--- config.mk ---
export PLATFORM = sky130hd
export DESIGN_NAME = ifs_scan_gen
export DESIGN_NICKNAME = d
export VERILOG_FILES = /design/src/rtl/ifs_pkg.sv /design/src/rtl/ifs_line_timer.sv /design/src/rtl/ifs_field_seq.sv /design/src/rtl/ifs_addr_step.sv /design/src/rtl/ifs_scan_gen.sv
export SDC_FILE = /design/constraint.sdc
export NUM_CORES = 1
export LEC_CHECK = 0
export ABC_AREA = 1
export CAP_MARGIN = 30
export CORE_MARGIN = 5
export CORE_UTILIZATION = 53
export DETAILED_ROUTE_END_ITERATION = 10
export GPL_TIMING_DRIVEN = 0
export PLACE_DENSITY = 0.8
export SYNTH_ARGS = -nofsm -noshare
export SYNTH_HDL_FRONTEND = slang
export SYNTH_SLANG_ARGS = --single-unit
--- constraint.sdc ---
create_clock -name clk -period 2 [get_ports clk]
set_input_delay 0.3 -clock clk [delete_from_list [all_inputs] [get_ports clk]]
set_output_delay 0.3 -clock clk [all_outputs]
set_load 0.05 [all_outputs]
--- src/rtl/ifs_pkg.sv ---
// Package: shared types for the interlaced field scan generator.
// Assumes: field parity is carried as a one-bit enumeration.
package ifs_pkg;

    typedef enum logic {
        FLD_EVEN = 1'b0,
        FLD_ODD  = 1'b1
    } fld_e;

    // Parity of the field that follows the given one.
    function automatic fld_e fld_next(input fld_e f);
        return (f == FLD_EVEN) ? FLD_ODD : FLD_EVEN;
    endfunction

endpackage

--- src/rtl/ifs_line_timer.sv ---
// Module: horizontal pixel counter with sync and visible-region decode.
// Assumes: a line starts with visible pixels, followed by front porch,
// then sync, then back porch; the total is at least 2 clocks.
module ifs_line_timer #(
    parameter int H_ACTIVE = 720,
    parameter int H_FP     = 12,
    parameter int H_SYNC   = 64,
    parameter int H_BP     = 68,
    localparam int HT      = H_ACTIVE + H_FP + H_SYNC + H_BP,
    localparam int HW      = $clog2(HT)
) (
    input  logic          clk,
    input  logic          rst_n,
    output logic [HW-1:0] h_cnt,
    output logic          line_end,
    output logic          h_visible,
    output logic          hsync_n
);

    localparam logic [HW-1:0] H_LAST    = HW'(HT - 1);
    localparam logic [HW-1:0] H_ACT_END = HW'(H_ACTIVE);
    localparam logic [HW-1:0] H_SY_BEG  = HW'(H_ACTIVE + H_FP);
    localparam logic [HW-1:0] H_SY_END  = HW'(H_ACTIVE + H_FP + H_SYNC);

    // Pixel position within the line, wrapping at the line total.
    always_ff @(posedge clk) begin
        if (!rst_n)        h_cnt <= '0;
        else if (line_end) h_cnt <= '0;
        else               h_cnt <= h_cnt + 1'b1;
    end

    // Decode line end, visible pixels and the active-low sync window.
    always_comb begin
        line_end  = (h_cnt == H_LAST);
        h_visible = (h_cnt < H_ACT_END);
        hsync_n   = !((h_cnt >= H_SY_BEG) && (h_cnt < H_SY_END));
    end

endmodule

--- src/rtl/ifs_field_seq.sv ---
// Module: line counter and field parity; odd fields get one extra blank line.
// Assumes: line_end pulses for one clock on the last pixel of each line.
module ifs_field_seq
    import ifs_pkg::*;
#(
    parameter int V_ACTIVE = 288,
    parameter int V_BLANK  = 24,
    localparam int VW      = $clog2(V_ACTIVE + V_BLANK + 1)
) (
    input  logic          clk,
    input  logic          rst_n,
    input  logic          line_end,
    output logic [VW-1:0] v_cnt,
    output fld_e          fld,
    output logic          v_visible,
    output logic          field_end
);

    localparam logic [VW-1:0] V_LAST_EVEN = VW'(V_ACTIVE + V_BLANK - 1);
    localparam logic [VW-1:0] V_LAST_ODD  = VW'(V_ACTIVE + V_BLANK);
    localparam logic [VW-1:0] V_ACT_END   = VW'(V_ACTIVE);

    logic [VW-1:0] v_last;

    // Last line index of the current field depends on its parity.
    always_comb begin
        v_last    = (fld == FLD_ODD) ? V_LAST_ODD : V_LAST_EVEN;
        field_end = line_end && (v_cnt == v_last);
        v_visible = (v_cnt < V_ACT_END);
    end

    // Line position within the field, restarting at each field end.
    always_ff @(posedge clk) begin
        if (!rst_n)         v_cnt <= '0;
        else if (field_end) v_cnt <= '0;
        else if (line_end)  v_cnt <= v_cnt + 1'b1;
    end

    // Field parity flips when a field finishes.
    always_ff @(posedge clk) begin
        if (!rst_n)         fld <= FLD_EVEN;
        else if (field_end) fld <= fld_next(fld);
    end

endmodule

--- src/rtl/ifs_addr_step.sv ---
// Module: frame-buffer line address; parity-chosen start, double-stride step.
// Assumes: field_end implies line_end; the address wraps modulo 2**ADDR_W.
module ifs_addr_step
    import ifs_pkg::*;
#(
    parameter int          V_ACTIVE  = 288,
    parameter int          ADDR_W    = 32,
    parameter int unsigned BASE_ADDR = 0,
    parameter int unsigned STRIDE    = 2048,
    parameter int          VW        = 9
) (
    input  logic              clk,
    input  logic              rst_n,
    input  logic              line_end,
    input  logic              field_end,
    input  fld_e              fld,
    input  logic [VW-1:0]     v_cnt,
    output logic [ADDR_W-1:0] line_addr
);

    localparam logic [ADDR_W-1:0] A_EVEN   = ADDR_W'(BASE_ADDR);
    localparam logic [ADDR_W-1:0] A_ODD    = ADDR_W'(BASE_ADDR + STRIDE);
    localparam logic [ADDR_W-1:0] A_STEP   = ADDR_W'(2 * STRIDE);
    localparam logic [VW-1:0]     V_LASTVIS = VW'(V_ACTIVE - 1);

    // Reload at field end, step on visible lines, hold over blanking.
    always_ff @(posedge clk) begin
        if (!rst_n)
            line_addr <= A_EVEN;
        else if (field_end)
            line_addr <= (fld_next(fld) == FLD_ODD) ? A_ODD : A_EVEN;
        else if (line_end && (v_cnt < V_LASTVIS))
            line_addr <= line_addr + A_STEP;
    end

endmodule

--- src/rtl/ifs_scan_gen.sv ---
// Module: top of the interlaced field scan generator.
// Assumes: pixel-rate clock, synchronous active-low reset; outputs are
// decoded from counter state and change one clock after each edge.
module ifs_scan_gen
    import ifs_pkg::*;
#(
    parameter int          H_ACTIVE  = 720,
    parameter int          H_FP      = 12,
    parameter int          H_SYNC    = 64,
    parameter int          H_BP      = 68,
    parameter int          V_ACTIVE  = 288,
    parameter int          V_BLANK   = 24,
    parameter int          ADDR_W    = 32,
    parameter int unsigned BASE_ADDR = 0,
    parameter int unsigned STRIDE    = 2048
) (
    input  logic              clk,
    input  logic              rst_n,
    output logic              hsync_n,
    output logic              de,
    output logic              field,
    output logic [ADDR_W-1:0] line_addr
);

    localparam int HT = H_ACTIVE + H_FP + H_SYNC + H_BP;
    localparam int HW = $clog2(HT);
    localparam int VW = $clog2(V_ACTIVE + V_BLANK + 1);

    logic [HW-1:0] h_cnt;
    logic [VW-1:0] v_cnt;
    logic          line_end;
    logic          h_visible;
    logic          v_visible;
    logic          field_end;
    fld_e          fld;

    ifs_line_timer #(
        .H_ACTIVE(H_ACTIVE), .H_FP(H_FP), .H_SYNC(H_SYNC), .H_BP(H_BP)
    ) u_line (
        .clk(clk), .rst_n(rst_n), .h_cnt(h_cnt), .line_end(line_end),
        .h_visible(h_visible), .hsync_n(hsync_n)
    );

    ifs_field_seq #(
        .V_ACTIVE(V_ACTIVE), .V_BLANK(V_BLANK)
    ) u_field (
        .clk(clk), .rst_n(rst_n), .line_end(line_end), .v_cnt(v_cnt),
        .fld(fld), .v_visible(v_visible), .field_end(field_end)
    );

    ifs_addr_step #(
        .V_ACTIVE(V_ACTIVE), .ADDR_W(ADDR_W), .BASE_ADDR(BASE_ADDR),
        .STRIDE(STRIDE), .VW(VW)
    ) u_addr (
        .clk(clk), .rst_n(rst_n), .line_end(line_end), .field_end(field_end),
        .fld(fld), .v_cnt(v_cnt), .line_addr(line_addr)
    );

    // Data enable needs both a visible pixel and a visible line.
    always_comb begin
        de    = h_visible && v_visible;
        field = (fld == FLD_ODD);
    end

endmodule

# Word-level counts from Yosys, hierarchy flattened
# Cells that the tools add are included.
[totals]
reg_bits = 52
input_bits = 2
output_inout_bits = 35
elab_cells = 28
[classes]
addsub = 3
magnitude_cmp = 5
eq_ne = 2
muxes = 5
n_bitwise = 1
n_reduce_logical = 8
[ops]
columns = ["operator", "count"]
rows = [
  ["32-bit two-way mux", 2],
  ["32-bit by 13-bit adder with 32-bit output, second input constant", 1],
  ["10-bit < comparator, second input constant", 2],
  ["9-bit < comparator, second input constant", 2],
  ["12-bit two-way mux", 1],
  ["10-bit by 1-bit adder with 10-bit output, second input constant", 1],
  ["10-bit == test, second input constant", 1],
  ["10-bit greater-or-equal comparator, second input constant", 1],
  ["9-bit by 1-bit adder with 9-bit output, second input constant", 1],
  ["9-bit == test", 1],
  ["1-bit logical AND", 4],
  ["4-bit two-way mux", 1],
  ["2-bit OR reduction", 2],
  ["2-bit nonzero test", 1],
  ["1-bit zero test", 1],
  ["1-bit two-way mux", 1],
  ["1-bit inverter", 1],
]

# Depth between registers and ports, before layout
# Gate-level depths: netlist (run 1).
[depth]
ltp_word = 4
depth_mapped = 11
ltp_nobuf = 11

# Cells and area by module
# Synthesis (run 1) repeated with hierarchy kept, for this count alone.
[unflattened]
hier_cells = 360
area_unflattened_um2 = 2483.6
[by_module_without_submodules]
columns = ["module", "instances", "cells_each", "area_per_inst_um2", "seq_area_each_um2"]
rows = [
  ["ifs_addr_step", 1, 203, 1302.5, 420.4],
  ["ifs_field_seq", 1, 78, 589.3, 200.2],
  ["ifs_line_timer", 1, 77, 584.3, 200.2],
  ["ifs_scan_gen", 1, 2, 7.5, 0.0],
]

# Worst setup path before layout (run 1)
# Ideal clock, no wire load.
[synth_timing]
path_kind = "reg-to-output"
startpoint = "register u_field.v_cnt[6]"
endpoint = "output de"
arrival_ns = 1.672
required_time_ns = 1.700
setup_slack_ns = 0.028
stages_incl_launch_ff = 6
path_buffers = 0
path_cell_list = "dfxtp_1 > inv_1 > nand3_1 > nand2_1 > inv_1 > nor3_1"
[synth_via]
elab_chain_cells = 2
[synth_lines]
columns = ["item", "line_no", "source"]
rows = [
  ["from (decl)", "ifs_field_seq.sv:13", "output logic [VW-1:0] v_cnt,"],
  ["from (signal assigned)", "ifs_field_seq.sv:36", "else if (line_end) v_cnt <= v_cnt + 1'b1;"],
  ["9-bit < comparator", "ifs_field_seq.sv:29", "v_visible = (v_cnt < V_ACT_END);"],
  ["1-bit logical AND", "ifs_scan_gen.sv:61", "de = h_visible && v_visible;"],
  ["to (decl)", "ifs_scan_gen.sv:20", "output logic de,"],
]
# No other way between the ends.

# Worst setup path in the final report (run 1)
[layout_timing]
startpoint = "register u_addr.line_addr[19]"
endpoint = "output line_addr[19]"
[layout_rtl]
columns = ["item", "line_no", "source"]
rows = [
  ["from (decl)", "ifs_addr_step.sv:18", "output logic [ADDR_W-1:0] line_addr"],
  ["from (signal assigned)", "ifs_addr_step.sv:31", "line_addr <= (fld_next(fld) == FLD_ODD) ? A_ODD : A_EVEN;"],
  ["from (signal assigned)", "ifs_addr_step.sv:33", "line_addr <= line_addr + A_STEP;"],
  ["to (decl)", "ifs_scan_gen.sv:22", "output logic [ADDR_W-1:0] line_addr"],
]
# No word-level cell between the ends.

==> summary.md, run 1 <==
| Metric | Value |
|---|---|
| Status | finished clean |
| Unique masters post-synth | 30 |
| Yosys Warn Count | 0 |
| Layout cell share with drive strength beyond 1 | 9.828% |
| Post-Route WL | 5112 um |
| WL per Instance | 11.14 um |
| First-pass GRT wire length | 9032 um |
| Routing usage on met2 | 31.68% |
| Final period util | 96.57% |
| Core ar. | 4324 um^2 |
| Worst Hold End | u_addr.line_addr[11] |
| Starting density of the core | 54.08% |
| Clock sinks | 41 |
| Measured slew at the worst slew-check pin | 0.5077 ns |
| Row cnt | 24 |
| R2R cell count | 9 |
| Worst path max stage delay | 0.85 ns |
| Via count | 2317 |
| Max-Cap Viols | 0 |
| Leakage | 1.195 nW |
| DIE AREA | 5841 um^2 |
| Total number of H-tree levels | 2 |
| CP Capture Type | output port |
| Storage cell area | 820.8 um^2 |
| Drt pass-1 iters | 4 |
| Clock Skew | 0.01532 ns |
| Max_slew headroom | 66.05% |
| Ys async rst share | 0% |
| Vias/cell | 5.048 |
| Hold Crit Class | flop to flop |
| Cell type with the largest total area after synthesis | dfxtp_1 |
| Peak supply drop | 0.4171 mV |
| GRT met1 Usage | 21.32% |
| Flop-to-flop setup slack | 0.21 ns |
| CP arrival | 1.63 ns |
| Post-DRT Antenna Nets | 0 |
| Cells after Synth | 361 |
| Top Usage Layer GRT | met2 |
| Fill count | 423 |
| CP Launch Type | flop |
| HPWL Detailed | 3900 um |
| Min-delay src | u_addr.line_addr[11] |
| ANT cells | 0 |
| Worst Path Required | 1.70 ns |
| Net count reported at finish | 412 |
| Post-synth EDFFs | 0 |
| CTS tree | built |
| Crit path time final | 1.931 ns |
| Buf+Inv Stages, Crit Path | 1 |
| Vias in the first global route | 2166 |
| Gpl congestion | 0.8882 |
| Ports | 37 |
| Clock Latency Late Sink | 0.30 ns |
| Die Wd | 76.43 um |
| Max stage delay cell, worst path | clkdlybuf4s50_1 |
| Fmax achieved | 517.8 MHz |
| Hold buffer count at cts | 0 |
| PwrDens | 573.0 nW/um^2 |
| Most used DFF post-synth | dfxtp_1 |
| Detailed Route Iter0 Violations | 137 |
| Share of the synthesized area in the top cell type | 35.10% |
| Pre-CTS setup slack | -0.01183 ns |
| Gr ovfl total | 0 |
| Root Driver | clkbuf_8 |
| Top cells by count, synth | nand2_1 (88), nor2_1 (60), inv_1 (50) |
| Crit Path Max Fanout | 7 |
| Largest cells by area after synthesis | dfxtp_1 (35%), nand2_1 (14%), nor2_1 (9.6%), inv_1 (8.0%), nand3_1 (5.6%) |
| Total power draw | 1.629 mW |
| Sequential area share after synthesis | 35.10% |
| Crit-path leading delay family | buffers and inverters |
| Final setup vio count | 0 |
| GRT Total Usage | 18.04% |
| RSZ-0062 raised after global routing | false |
| Hold depth | 2 |
| FF+latch count, synth | 41 |
| Die H | 76.43 um |
| Final hold vios | 0 |
| PnR worst setup slack | 0.06866 ns |
| Initial antenna violation count | 0 |
| Crit-path cells | clkdlybuf4s50_1 |
| Synth-to-layout area growth | 21.56% |
| Post-synthesis instance area | 2338 um^2 |
| R2r endpoint | u_addr.line_addr[11] |
| Final routed DRC violation total | 0 |
| RR Startpoint | u_line.h_cnt[0] |
| Syn avg cell area | 6.478 um^2 |
| Clock transition at path regs | 0.09 ns |
| Kind of critical path | flop to output port |
| Met3 GRT Util | 4.255% |
| Top-count cell post-synth | nand2_1 |
| CTS buffer count | 5 |
| Largest net degree at the start of global routing | 14 |
| Clk buf depth | 2 |
| Multi-input gate area | 1251 um^2 |
| Port Buffer Count | 25 |
| Slew Limit Fails | 0 |
[worst max path at each step]
stage,startpoint,to,cells after the start
after floorplan,u_field.v_cnt[6],de,5
after global routing,u_line.h_cnt[0],u_addr.line_addr[22],9
after global placement,u_field.v_cnt[6],de,6
after CTS,u_line.h_cnt[8],hsync_n,4
after detailed placement,u_field.v_cnt[6],de,6
final,u_addr.line_addr[19],line_addr[19],1
[layout make-up]
cell class,instances,area share [%]
well taps,52,2.289
plain buffers,15,4.269
repair buffers,28,9.463
multi-input cells,263,44.01
inverters,52,6.866
flip-flops and latches,41,28.87
clock buffers,6,2.905
clock inverters,2,1.320
[cells by family after synthesis]
| logic type | Yosys count | share of synthesized area (%) |
|---|---|---|
| buffers and inverters | 67 | 13.54 |
| AOI/OAI and AO/OA | 38 | 8.508 |
| xor gates and xnor gates | 4 | 1.498 |
| adders and majority gates | 4 | 2.140 |
| other | 1 | 0.1604 |
| DFF | 41 | 35.10 |
| and+or+nand+nor | 206 | 39.06 |
[timing repair]
action | 4_1_cts | 5_1_grt
endpoints found under the hold margin | 0 | 0
endpoints found under the setup margin | 2 | 15
buffers inserted | 0 | 3
pin swaps | 0 | 2
cloned | 0 | 0
resized for setup | 5 | 4
[routing by layer]
metal	wire length [um]	share of wire (%)
met3	254	5.0
met4	88	1.7
met2	2416	47
met1	2352	46
met5	0	0
[power breakdown]
group	switching (mW)	internal, mW
clock	0.297	0.406
combinational	0.0731	0.0277
sequential	0.00457	0.821
[per-stage QoR]
| step | std cells | TNS, ns | cell area [um^2] | utilization (%) | hold slack [ns] |
|---|---|---|---|---|---|
| CTS | 456 | 0 | 2811 | 65.02 | 0.4718 |
| global route | 459 | 0 | 2843 | 65.74 | 0.4974 |
| floorplan | 371 | 0 | 2376 | - | 0.4227 |
| detailed placement | 448 | -0.01183 | 2691 | 62.24 | 0.4563 |
| finish | 459 | 0 | 2843 | 65.74 | 0.4744 |
| global placement | 448 | -0.01242 | 2691 | 62.24 | 0.4441 |
[cell usage in the layout (no fill, tap or decap), types with 2 or more instances in the layout]
master           count
buf_4               14
xor2_1               4
nand2_1             88
clkdlybuf4s50_1     23
nor2_4               2
nor3b_1              2
a21oi_1             23
inv_2                2
nand4_1              8
nor2_1              60
nand3_1             26
buf_6                3
inv_1               50
dfxtp_1             41
ha_1                 4
nand3_2              4
clkbuf_8             6
nor4_1               2
o21ai_0             10
nor3_1               8
conb_1              11
[flip-flops by register name, summed over array words and instances, names as in the netlist]
signal / cells
u_addr.line_addr: 21
u_field.fld: 1
u_field.v_cnt: 9
u_line.h_cnt: 10
No activity file was read; power rests on OpenSTA's default activity.
==> run 2, diff against run 1 <==
--- a/config.mk
+++ b/config.mk
@@ -12,6 +12,7 @@
 export DETAILED_ROUTE_END_ITERATION = 10
 export GPL_TIMING_DRIVEN = 0
 export PLACE_DENSITY = 0.8
+export SLEW_MARGIN = 10
 export SYNTH_ARGS = -nofsm -noshare
 export SYNTH_HDL_FRONTEND = slang
 export SYNTH_SLANG_ARGS = --single-unit
==> results of run 2 <==
No change in the layout: final DEF, timing and power equal those of run 1.
==> run 3, diff against run 2 <==
--- a/config.mk
+++ b/config.mk
@@ -7,7 +7,6 @@
 export LEC_CHECK = 0
 export ABC_AREA = 1
 export CAP_MARGIN = 30
-export CORE_MARGIN = 5
 export CORE_UTILIZATION = 53
 export DETAILED_ROUTE_END_ITERATION = 10
 export GPL_TIMING_DRIVEN = 0
==> summary.md, run 3 (synthesis gave the netlist of run 1 again) <==
| Metric | Value |
|---|---|
| Gr ovfl total | 0 |
| Via count | 2293 |
| DIE AREA | 4682 um^2 |
| Hold Crit Class | flop to flop |
| CP endpoint | line_addr[19] |
| Worst path max stage delay | 0.85 ns |
| R2R cell count | 9 |
| Final hold vios | 0 |
| Most frequent cells in the layout | nand2_1 (88), nor2_1 (60), inv_1 (50) |
| Crit Path Max Fanout | 7 |
| Critical Path Source | u_addr.line_addr[19] |
| Vias/cell | 5.062 |
| Largest net degree at the start of global routing | 12 |
| RR Startpoint | u_line.h_cnt[0] |
| Layout cell share with drive strength beyond 1 | 8.685% |
| Crit-path leading delay family | buffers and inverters |
| CP Capture Type | output port |
| Final period util | 94.79% |
| Root Driver | clkbuf_8 |
| Clock transition at path regs | 0.07 ns |
| Initial antenna violation count | 0 |
| Status | finished clean |
| Clock Skew | 0.006394 ns |
| Leakage | 1.162 nW |
| CTS buffer count | 5 |
| Clk buf depth | 2 |
| Top reg by flops | u_addr.line_addr |
| Synth-to-layout area growth | 18.78% |
| Detailed Route Iter0 Violations | 151 |
| Total number of H-tree levels | 2 |
| Crit path time final | 1.896 ns |
| Max_slew headroom | 66.68% |
| Final non-filler cell total | 453 |
| Drt pass-1 iters | 4 |
| Die H | 68.43 um |
| Flop-to-flop setup slack | 0.15 ns |
| Commonest non-fill, non-tap cell in the layout | nand2_1 |
| Post-Route WL | 5075 um |
| Kind of critical path | flop to output port |
| Crit-path cells | clkdlybuf4s50_1 |
| Clock sinks | 41 |
| Port Buffer Count | 25 |
| Max stage delay cell, worst path | clkdlybuf4s50_1 |
| Largest registers | u_addr.line_addr (21), u_line.h_cnt (10), u_field.v_cnt (9) |
| Hold buffer count at cts | 0 |
| Post-CTS setup buffer count | 0 |
| Measured slew at the worst slew-check pin | 0.4982 ns |
| Peak supply drop | 0.4971 mV |
| Post-DRT Antenna Nets | 0 |
| First-pass GRT wire length | 8148 um |
| Setup TNS | 0 ns |
| Placed cell count | 446 |
| Vias in the first global route | 1928 |
| Final setup vio count | 0 |
| Starting density of the core | 56.83% |
| Row cnt | 23 |
| CP Launch Type | flop |
| Max-Cap Viols | 0 |
| Ports | 37 |
| Fmax achieved | 527.5 MHz |
| R2r endpoint | u_addr.line_addr[27] |
| GRT Total Usage | 23.34% |
| Gpl congestion | 0.8883 |
| Final routed DRC violation total | 0 |
| Worst Path Required | 1.70 ns |
| Die Wd | 68.43 um |
| Core ar. | 4115 um^2 |
| Slew Limit Fails | 0 |
| PwrDens | 530.2 nW/um^2 |
| Crit path depth | 1 |
| Max reg flops | 21 |
| Net count reported at finish | 409 |
| HPWL Detailed | 3803 um |
| ANT cells | 0 |
| CTS tree | built |
| WL per Instance | 11.20 um |
| CP arrival | 1.60 ns |
| RSZ-0062 raised after global routing | false |
| Buf+Inv Stages, Crit Path | 1 |
| Clock Latency Late Sink | 0.29 ns |
-- run 3: layout make-up --
| type | instances | area [um^2] |
|---|---|---|
| plain buffers | 15 | 121.4 |
| clock buffers | 7 | 86.33 |
| fillers | 386 | 1338 |
| inverters | 52 | 195.2 |
| multi-input cells | 263 | 1251 |
| flip-flops and latches | 41 | 820.8 |
| well taps | 50 | 62.56 |
| repair buffers | 25 | 240.2 |
-- run 3: metrics by stage --
step | cell area (um^2) | hold WS (ns) | total power, mW | worst slack, ns | util (%)
after floorplan | 2376 | 0.4227 | 0.9325 | 0.02801 | -
after global placement | 2689 | 0.4424 | 0.9437 | 0.01354 | 65.34
after detailed placement | 2689 | 0.4487 | 0.9453 | 0.01382 | 65.34
after CTS | 2774 | 0.4665 | 1.489 | 0.0001409 | 67.41
after global routing | 2778 | 0.4952 | 1.519 | 0.0004265 | 67.50
final | 2778 | 0.4643 | 1.473 | 0.1041 | 67.50
-- run 3: worst reg2reg max path: cells and delay by family (launching register included) --
kind / cells / cell delay, ns
flip-flops: 1 / 0.37
adder cells (fa/ha/maj): 1 / 0.22
buffers and inverters: 2 / 0.26
AND/OR/NAND/NOR: 6 / 0.90
-- run 3: worst min path at each step --
stage / start / slack, ns / cells past startpoint / end
after detailed placement: u_line.h_cnt[0] / 0.45 / 1 / u_line.h_cnt[0]
after floorplan: rst_n / 0.42 / 2 / u_line.h_cnt[2]
after global placement: u_line.h_cnt[0] / 0.44 / 1 / u_line.h_cnt[0]
after global routing: u_addr.line_addr[11] / 0.50 / 2 / u_addr.line_addr[11]
final: u_line.h_cnt[0] / 0.46 / 1 / u_line.h_cnt[0]
after CTS: u_line.h_cnt[0] / 0.47 / 1 / u_line.h_cnt[0]
-- run 3: layer usage --
layer | vias up | wire length (um) | GRT usage, %
met5 | - | 0 | 0
met4 | 0 | 65 | 10.16
met3 | 9 | 248 | 4.000
met2 | 62 | 2396 | 38.97
met1 | 1013 | 2365 | 29.21
li1 | 1209 | - | -
-- run 3: power by group --
part / switching [mW] / internal [mW]
registers: 0.00451 / 0.821
clock network: 0.272 / 0.274
logic: 0.0738 / 0.0280
-- run 3: repair_timing --
item / CTS / global route
gates resized for setup: 3 / 6
setup endpoints to repair: 2 / 3
pin swaps: 0 / 0
